==> src/rtl/sam_pkg.sv <==
package sam_pkg;

  typedef enum logic [1:0] {
    SEQ_IDLE  = 2'd0,
    SEQ_TEST  = 2'd1,
    SEQ_ADDED = 2'd2,
    SEQ_DONE  = 2'd3
  } seq_state_e;

  typedef struct packed {
    logic load;
    logic add;
    logic shift;
  } acc_ctrl_t;

endpackage

==> src/rtl/sam_datapath.sv <==
module sam_datapath
  import sam_pkg::*;
#(
  parameter int OP_W  = 4,
  localparam int ACC_W = 2 * OP_W + 1
) (
  input  logic             clk,
  input  logic             rst_n,
  input  acc_ctrl_t        ctrl,
  input  logic [OP_W-1:0]  mcand_in,
  input  logic [OP_W-1:0]  mplr_in,
  output logic [ACC_W-1:0] acc,
  output logic [OP_W-1:0]  mcand,
  output logic             lsb
);

  logic [ACC_W-1:0] acc_q, acc_d;
  logic [OP_W-1:0]  mcand_q;
  logic [OP_W:0]    sum;

  assign sum = {1'b0, acc_q[2*OP_W-1:OP_W]} + {1'b0, mcand_q};

  always_comb begin
    acc_d = acc_q;
    if (ctrl.load) begin
      acc_d = {{(OP_W+1){1'b0}}, mplr_in};
    end else if (ctrl.add) begin
      acc_d = {sum, acc_q[OP_W-1:0]};
    end else if (ctrl.shift) begin
      acc_d = {1'b0, acc_q[ACC_W-1:1]};
    end
  end

  always_ff @(posedge clk or negedge rst_n) begin
    if (!rst_n) begin
      acc_q <= '0;
    end else if (ctrl.load || ctrl.add || ctrl.shift) begin
      acc_q <= acc_d;
    end
  end

  always_ff @(posedge clk or negedge rst_n) begin
    if (!rst_n) begin
      mcand_q <= '0;
    end else if (ctrl.load) begin
      mcand_q <= mcand_in;
    end
  end

  assign acc   = acc_q;
  assign mcand = mcand_q;
  assign lsb   = acc_q[0];

endmodule

==> src/rtl/sam_step_counter.sv <==
module sam_step_counter #(
  parameter int OP_W  = 4,
  localparam int CNT_W = (OP_W > 1) ? $clog2(OP_W) : 1
) (
  input  logic             clk,
  input  logic             rst_n,
  input  logic             clear,
  input  logic             step,
  output logic [CNT_W-1:0] count,
  output logic             last
);

  localparam logic [CNT_W-1:0] LAST_VAL = CNT_W'(OP_W - 1);

  logic [CNT_W-1:0] cnt_q, cnt_d;

  always_comb begin
    cnt_d = cnt_q;
    if (clear) begin
      cnt_d = '0;
    end else if (step) begin
      cnt_d = cnt_q + 1'b1;
    end
  end

  always_ff @(posedge clk or negedge rst_n) begin
    if (!rst_n) begin
      cnt_q <= '0;
    end else if (clear || step) begin
      cnt_q <= cnt_d;
    end
  end

  assign count = cnt_q;
  assign last  = (cnt_q == LAST_VAL);

endmodule

==> src/rtl/sam_sequencer.sv <==
module sam_sequencer
  import sam_pkg::*;
(
  input  logic       clk,
  input  logic       rst_n,
  input  logic       start,
  input  logic       lsb,
  input  logic       last,
  output acc_ctrl_t  ctrl,
  output logic       done
);

  seq_state_e state_q, state_d;

  always_comb begin
    state_d    = state_q;
    ctrl       = '0;
    done       = 1'b0;
    unique case (state_q)
      SEQ_IDLE: begin
        if (start) begin
          ctrl.load = 1'b1;
          state_d   = SEQ_TEST;
        end
      end
      SEQ_TEST: begin
        if (lsb) begin
          ctrl.add = 1'b1;
          state_d  = SEQ_ADDED;
        end else begin
          ctrl.shift = 1'b1;
          state_d    = last ? SEQ_DONE : SEQ_TEST;
        end
      end
      SEQ_ADDED: begin
        ctrl.shift = 1'b1;
        state_d    = last ? SEQ_DONE : SEQ_TEST;
      end
      SEQ_DONE: begin
        done    = 1'b1;
        state_d = SEQ_IDLE;
      end
      default: state_d = SEQ_IDLE;
    endcase
  end

  always_ff @(posedge clk or negedge rst_n) begin
    if (!rst_n) begin
      state_q <= SEQ_IDLE;
    end else begin
      state_q <= state_d;
    end
  end

endmodule

==> src/rtl/shift_add_mul.sv <==
module shift_add_mul
  import sam_pkg::*;
#(
  parameter int OP_W = 4
) (
  input  logic              clk,
  input  logic              rst_n,
  input  logic              start,
  input  logic [OP_W-1:0]   multiplicand,
  input  logic [OP_W-1:0]   multiplier,
  output logic [2*OP_W-1:0] product,
  output logic              done
);

  localparam int ACC_W = 2 * OP_W + 1;
  localparam int CNT_W = (OP_W > 1) ? $clog2(OP_W) : 1;

  logic             rst_meta_q, rst_sync_q;
  acc_ctrl_t        ctrl;
  logic [ACC_W-1:0] acc;
  logic [OP_W-1:0]  mcand;
  logic             lsb;
  logic [CNT_W-1:0] step_cnt;
  logic             last;

  always_ff @(posedge clk or negedge rst_n) begin
    if (!rst_n) begin
      rst_meta_q <= 1'b0;
      rst_sync_q <= 1'b0;
    end else begin
      rst_meta_q <= 1'b1;
      rst_sync_q <= rst_meta_q;
    end
  end

  sam_sequencer u_seq (
    .clk   (clk),
    .rst_n (rst_sync_q),
    .start (start),
    .lsb   (lsb),
    .last  (last),
    .ctrl  (ctrl),
    .done  (done)
  );

  sam_step_counter #(.OP_W(OP_W)) u_cnt (
    .clk   (clk),
    .rst_n (rst_sync_q),
    .clear (ctrl.load),
    .step  (ctrl.shift),
    .count (step_cnt),
    .last  (last)
  );

  sam_datapath #(.OP_W(OP_W)) u_dp (
    .clk      (clk),
    .rst_n    (rst_sync_q),
    .ctrl     (ctrl),
    .mcand_in (multiplicand),
    .mplr_in  (multiplier),
    .acc      (acc),
    .mcand    (mcand),
    .lsb      (lsb)
  );

  assign product = acc[2*OP_W-1:0];

endmodule

==> config.mk <==
export PLATFORM = sky130hd
export DESIGN_NAME = shift_add_mul
export DESIGN_NICKNAME = d
export VERILOG_FILES = /design/src/rtl/sam_pkg.sv /design/src/rtl/sam_datapath.sv /design/src/rtl/sam_step_counter.sv /design/src/rtl/sam_sequencer.sv /design/src/rtl/shift_add_mul.sv
export SDC_FILE = /design/constraint.sdc
export NUM_CORES = 1
export LEC_CHECK = 0
export ABC_AREA = 1
export BUFFER_PORTS_ARGS = -buffer_cell sky130_fd_sc_hd__buf_2
export CORE_ASPECT_RATIO = 0.9
export CORE_MARGIN = 2
export CORE_UTILIZATION = 60
export CTS_BUF_LIST = sky130_fd_sc_hd__clkbuf_8
export DETAILED_ROUTE_END_ITERATION = 16
export PLACE_DENSITY = 0.84
export SYNTH_ARGS = -nofsm -noshare
export SYNTH_HDL_FRONTEND = slang
export SYNTH_SLANG_ARGS = --single-unit
==> constraint.sdc <==
create_clock -name clk -period 1.4 [get_ports clk]
set_clock_uncertainty 0.1 [all_clocks]
set_input_delay 0.28 -clock clk [delete_from_list [all_inputs] [get_ports clk]]
set_output_delay 0.28 -clock clk [all_outputs]
set_load 0.005 [all_outputs]
## Word level (Yosys, flattened, before mapping)

Index checks and enable logic that the tools add are counted.

| storage, ports and cells | value |
|---|---|
| input port bits | 11 |
| bits in registers | 19 |
| output and inout port bits | 9 |

| operators by class | value |
|---|---|
| $add $sub $neg | 2 |
| eq/ne operators | 6 |
| reductions and logical operators | 9 |
| muxes and demuxes | 16 |

Operators with widths:

| kind | count |
|---|---|
| 9-bit 2-to-1 mux | 3 |
| 2-bit 2-to-1 mux | 5 |
| 2-bit case mux with 4 select lines | 1 |
| 2-bit == test, second input constant | 3 |
| 1-bit 2-to-1 mux | 6 |
| 4-bit by 4-bit adder with 5-bit output | 1 |
| 2-bit AND reduction | 2 |
| 1-bit logical OR | 3 |
| 3-bit AND reduction | 1 |
| 3-bit nonzero test | 1 |
| 2-bit by 1-bit adder with 2-bit output, second input constant | 1 |
| 2-bit by 1-bit == test with 1-bit output, second input constant | 1 |
| 2-bit logical NOT | 1 |
| 2-bit by 1-bit != test with 1-bit output, second input constant | 1 |
| 2-bit != test, second input constant | 1 |
| 1-bit case mux with 2 select lines | 1 |
| 2-bit nonzero test | 1 |

## Longest topological paths before layout

| depth | value |
|---|---|
| depth in word-level cells | 5 |
| mapped depth | 10 |
| gate-level depth less buffers | 9 |

## Modules after synthesis

Synthesis repeated with hierarchy kept, for this count alone.

| unflattened totals | value |
|---|---|
| cell total of the unflattened synthesis | 142 |
| area total of the unflattened synthesis | 1116.1 um^2 |

By module, submodules not included:

| module | area each (um^2) | cells an instance | instances |
|---|---|---|---|
| sam_datapath | 743.2 | 95 | 1 |
| sam_sequencer | 221.5 | 32 | 1 |
| sam_step_counter | 97.6 | 12 | 1 |
| shift_add_mul | 53.8 | 3 | 1 |

## Least setup slack after synthesis

No wires, ideal clock.

| path | value |
|---|---|
| path kind | register to register |
| start | register u_dp.acc_q[4] (netlist: u_dp.acc[4]) |
| end | register u_dp.acc_q[5] (netlist: u_dp.acc[5]) |
| setup slack | -0.095 ns |
| cell stages (with the launch flop) | 7 |
| data arrival time | 1.318 ns |
| path through | dfrtp_1 > ha_1 > inv_1 > fa_1 > o21ai_0 > nand3_1 > o21ai_1 |

| between the ends | value |
|---|---|
| cells in the longest elaborated chain, start to end | 3 |

RTL lines:

| item | line | text |
|---|---|---|
| start, declared | sam_datapath.sv:17 | `logic [ACC_W-1:0] acc_q, acc_d;` |
| start signal, assigned | sam_datapath.sv:36 | `acc_q <= '0;` |
| start signal, assigned | sam_datapath.sv:38 | `acc_q <= acc_d;` |
| 4-bit by 4-bit adder with 5-bit output | sam_datapath.sv:21 | `assign sum = {1'b0, acc_q[2*OP_W-1:OP_W]} + {1'b0, mcand_q};` |
| 9-bit 2-to-1 mux | sam_datapath.sv:27 | `end else if (ctrl.add) begin` |
| 9-bit 2-to-1 mux | sam_datapath.sv:25 | `if (ctrl.load) begin` |

Every way passes these cells. The select of a mux whose other input is x is not followed.
A chain may end at the register's enable or synchronous reset.

## Worst setup path after layout

| path | value |
|---|---|
| start | register u_dp.mcand_q[0] (netlist: u_dp.mcand[0]) |
| end | register u_dp.acc_q[5] (netlist: u_dp.acc[5]) |

| between the ends | value |
|---|---|
| cells in the longest elaborated chain, start to end | 3 |

RTL lines:

| item | line | text |
|---|---|---|
| start, declared | sam_datapath.sv:18 | `logic [OP_W-1:0] mcand_q;` |
| start signal, assigned | sam_datapath.sv:46 | `mcand_q <= mcand_in;` |
| 4-bit by 4-bit adder with 5-bit output | sam_datapath.sv:21 |  |
| 9-bit 2-to-1 mux | sam_datapath.sv:27 |  |
| 9-bit 2-to-1 mux | sam_datapath.sv:25 |  |

Every way passes these cells. The select of a mux whose other input is x is not followed.

==> parameters.txt <==
Parameter                              Value

Status
  Run status    finished, violations left
  Violated checks    negative setup slack

STA
  Period Utilization, post-route    116%
  Crit path time final    about 1.6 ns
  Least setup slack across all paths after layout    -0.230 ns
  Final hold violation count    0
  Number of max-slew violations in the final report    0
  Highest achievable clock rate    614 MHz
  Setup tns final    -2.05 ns
  Final setup vio count    13
  Setup repair after global routing missed its margin    true
  Hold Slack    roughly 0.10 ns

Critical path
  Crit path max-delay cell type    fa_2
  Worst setup path endpoint    u_dp.acc[5]
  Stage delay of the slowest cell on the critical path    0.45 ns
  Worst path buffer plus inverter count    1
  CP Launch Type    flop
  Crit-path cells    ha_2 -> inv_2 -> fa_2 -> o21ai_2 -> nand3_1 -> o21ai_1
  FF-to-FF Start    u_dp.mcand[0]
  Worst EP arrival    1.72 ns
  Setup crit start    u_dp.mcand[0]
  Slack of the worst reg-to-reg path    -0.23 ns
  Cell class contributing the biggest share of worst-path delay    adder cells
  WP data required    1.49 ns
  Type of the setup path with the least slack    reg2reg
  Highest net fanout along the worst path    2
  Element type at the critical path end    flop
  Cells on worst reg2reg path    6
  Worst path depth    6
  RR Endpoint    u_dp.acc[5]

Global routing
  Global-route usage over all layers    30.1%
  Met1 Usage GRT    36.7%
  Sum of overflow across all layers after global routing    0
  Routing usage on met2    51.8%
  Number of antenna violations at the first check in global routing    0
  Via count of the first global-routing pass    1010
  Peak-usage layer in the global routing report    met2
  Pin count of the biggest net entering global routing    12
  Wire length of the first global-routing pass    5010 um
  Met3 Usage GRT    3.82%

Yosys
  Synthesized cell area    roughly 1200 um^2
  Post-synthesis cell type with the largest combined area    dfrtp_1
  Sequential area share after synthesis    38.7%
  Nets in the synthesized netlist    165
  Synth warnings    0
  #FFs+latches synth    19
  Mean cell area of the mapped netlist    between 8 and 9 um^2
  Synth top area cells    dfrtp_1 (39%), nand2_1 (12%), ha_1 (10%), buf_4 (4.9%), nand2_4 (4.6%)
  Top-area cell type share of the netlist area    38.7%
  Number of distinct library cells after synthesis    24
  Gate Count Post-Synth    143

Place
  Sum of net half-perimeters after detailed placement    1970 um
  Count of port buffers added during placement    19
  Final RePlAce weighted congestion    0.803

Clock tree
  Clock buffer count from CTS    3
  Clock transition at the registers of the reported paths    0.08 ns
  # clock sinks    19
  TritonCTS clock tree    done
  Number of levels in the clock H-tree    1
  Clock root buffer master    clkbuf_8
  Clk buf depth    2
  Clock Latency Late Sink    0.26 ns

Cells and area
  Layout cell share with drive strength beyond 1    53.1%
  Nets@finish    202
  Number of filler instances in the final layout    between 80 and 90
  P&R area growth vs syn    39.6%
  Number of antenna diodes    0

Power and ir drop
  Leakage power    0.869 nW
  Net switching power of the design    0.00219 W
  Net switching share of the total power    48.5%
  Part of the power in combinational logic    69.3%
  Sequential cell fraction of total power    21.9%
  Power per standard cell area    2640 nW/um^2
  Internal portion of total power    between 0.002 and 0.0025 W
  Part of the power in the clock network    8.8%
  Peak supply drop    2.47 mV

Floorplan
  Die Span Y    46.9 um
  Die footprint    2430 um^2
  Initial Utilization    63.6%
  Die width    51.7 um
  Floorplan core area    1930 um^2
  Io pins    20
  Core Rows    15

Job
  Number of maximum-capacitance violations    0

Detailed routing
  Wire length per cell    19.5 um
  Antenna Violating Nets Remaining    0
  DRC    0
  First drt pass iteration count    4
  Vias after detailed routing    1174
  Final wirelength    between 3000 and 4000 um
  Count of routing violations after the opening detailed-route iteration    49
  Vias/cell    5.75

Min path
  Class of the tightest hold or removal check    reg2async
## how the worst min path moves through the flow
stage / from / to / slack (ns) / depth (start not counted)
detailed placement: rst_n / rst_meta_q / -0.03 / 1
global route: rst_sync_q / u_cnt.count[0] / 0.11 / 1
global placement: rst_n / rst_sync_q / -0.04 / 1
CTS: rst_sync_q / u_cnt.count[1] / 0.09 / 1
finish: rst_sync_q / u_cnt.count[1] / 0.10 / 1
floorplan: rst_n / rst_meta_q / -0.12 / 0
## kinds of logic (layout without fill, tap and decap cells)
| group | Yosys count | after routing | synth area share [%] |
|---|---|---|---|
| AOI/OAI and AO/OA | 21 | 21 | 10.6 |
| xor gates and xnor gates | 2 | 2 | 1.43 |
| adders and majority gates | 11 | 11 | 11.8 |
| buffers and inverters | 27 | 63 | 12.9 |
| DFF | 19 | 19 | 38.7 |
| other | 1 | 1 | 0.305 |
| and+or+nand+nor | 62 | 62 | 24.2 |
## what timing repair did
| action | CTS | global route |
|---|---|---|
| resized for setup | 25 | 26 |
| buffers inserted | 2 | 5 |
| pin swaps | 3 | 8 |
| hold buffers | 1 | 0 |
| setup endpoints to repair | 16 | 18 |
| endpoints found under the hold margin | 2 | 0 |
## cell usage in the layout (no fill, tap or decap)
cell type / count
a22oi_1: 1
a21oi_2: 4
dfrtp_2: 2
inv_2: 4
dfrtp_1: 17
clkinv_2: 1
o21ai_1: 4
nand2_1: 31
inv_1: 7
o21ai_2: 6
nor2_1: 6
nand3_4: 1
nand2_8: 2
conb_1: 1
clkbuf_8: 3
dlygate4sd3_1: 1
nor2_4: 2
xor2_2: 1
o21ai_0: 1
ha_1: 4
a21oi_1: 3
buf_4: 17
ha_4: 5
nand3_1: 5
o211ai_1: 1
nand2_2: 5
xor2_1: 1
inv_8: 1
fa_2: 1
o22ai_1: 1
inv_4: 4
nand3_2: 2
ha_2: 1
buf_6: 7
buf_2: 18
nand2_4: 8
## sequential cells by signal (all words and copies together), names as in the netlist
| signal | count |
|---|---|
| u_dp.acc | 9 |
| u_dp.mcand | 4 |
| u_cnt.count | 2 |
| u_seq.state_q | 2 |
| rst_meta_q | 1 |
| rst_sync_q | 1 |
## final cells by class
cell class                 count  area, um^2  area share [%]
multi-input combinational     97         776            45.2
sequential                    19         478            27.9
timing repair buffer          43         307            17.9
inverter                      16        77.6            4.52
clock buffer                   3        41.3            2.41
tap                           25        31.3            1.82
clock inverter                 1        5.00           0.292
## power groups by stage
stage / logic (W) / clock network [W] / registers [W]
floorplan: 0.00152 / 0 / 0.000874
global placement: 0.00189 / 0 / 0.000886
detailed placement: 0.00200 / 0 / 0.000904
CTS: 0.00239 / 0.000394 / 0.000941
global route: 0.00327 / 0.000408 / 0.000997
finish: 0.00313 / 0.000399 / 0.000990
## metrics by stage
step	total power (W)	instance area (um^2)	cells	utilization, %	setup WS (ns)
2_1_floorplan	0.00239	1240	143	-	-0.0390
3_3_place_gp	0.00278	1400	192	72.3	-0.0838
3_5_place_dp	0.00291	1400	192	72.3	-0.189
4_1_cts	0.00373	1560	199	80.9	-0.194
5_1_grt	0.00468	1720	204	88.7	-0.279
6_report	0.00452	1720	204	88.7	-0.230
## per-layer routing
metal  vias to the layer above  routed length (um)
met3                        23                 292
li1                        514                   -
met1                       549                1490
met4                         0                 196
met5                         -                   0
met2                        88                2000
## synth_stat cells, drive strengths merged
cell,n
o21ai,11
nand2,46
conb,1
a22oi,1
fa,1
nand3,8
a21oi,7
nor2,8
inv,16
buf,11
ha,10
xor2,2
o22ai,1
o211ai,1
dfrtp,19
Note: power is estimated with default switching activity, not from simulation.
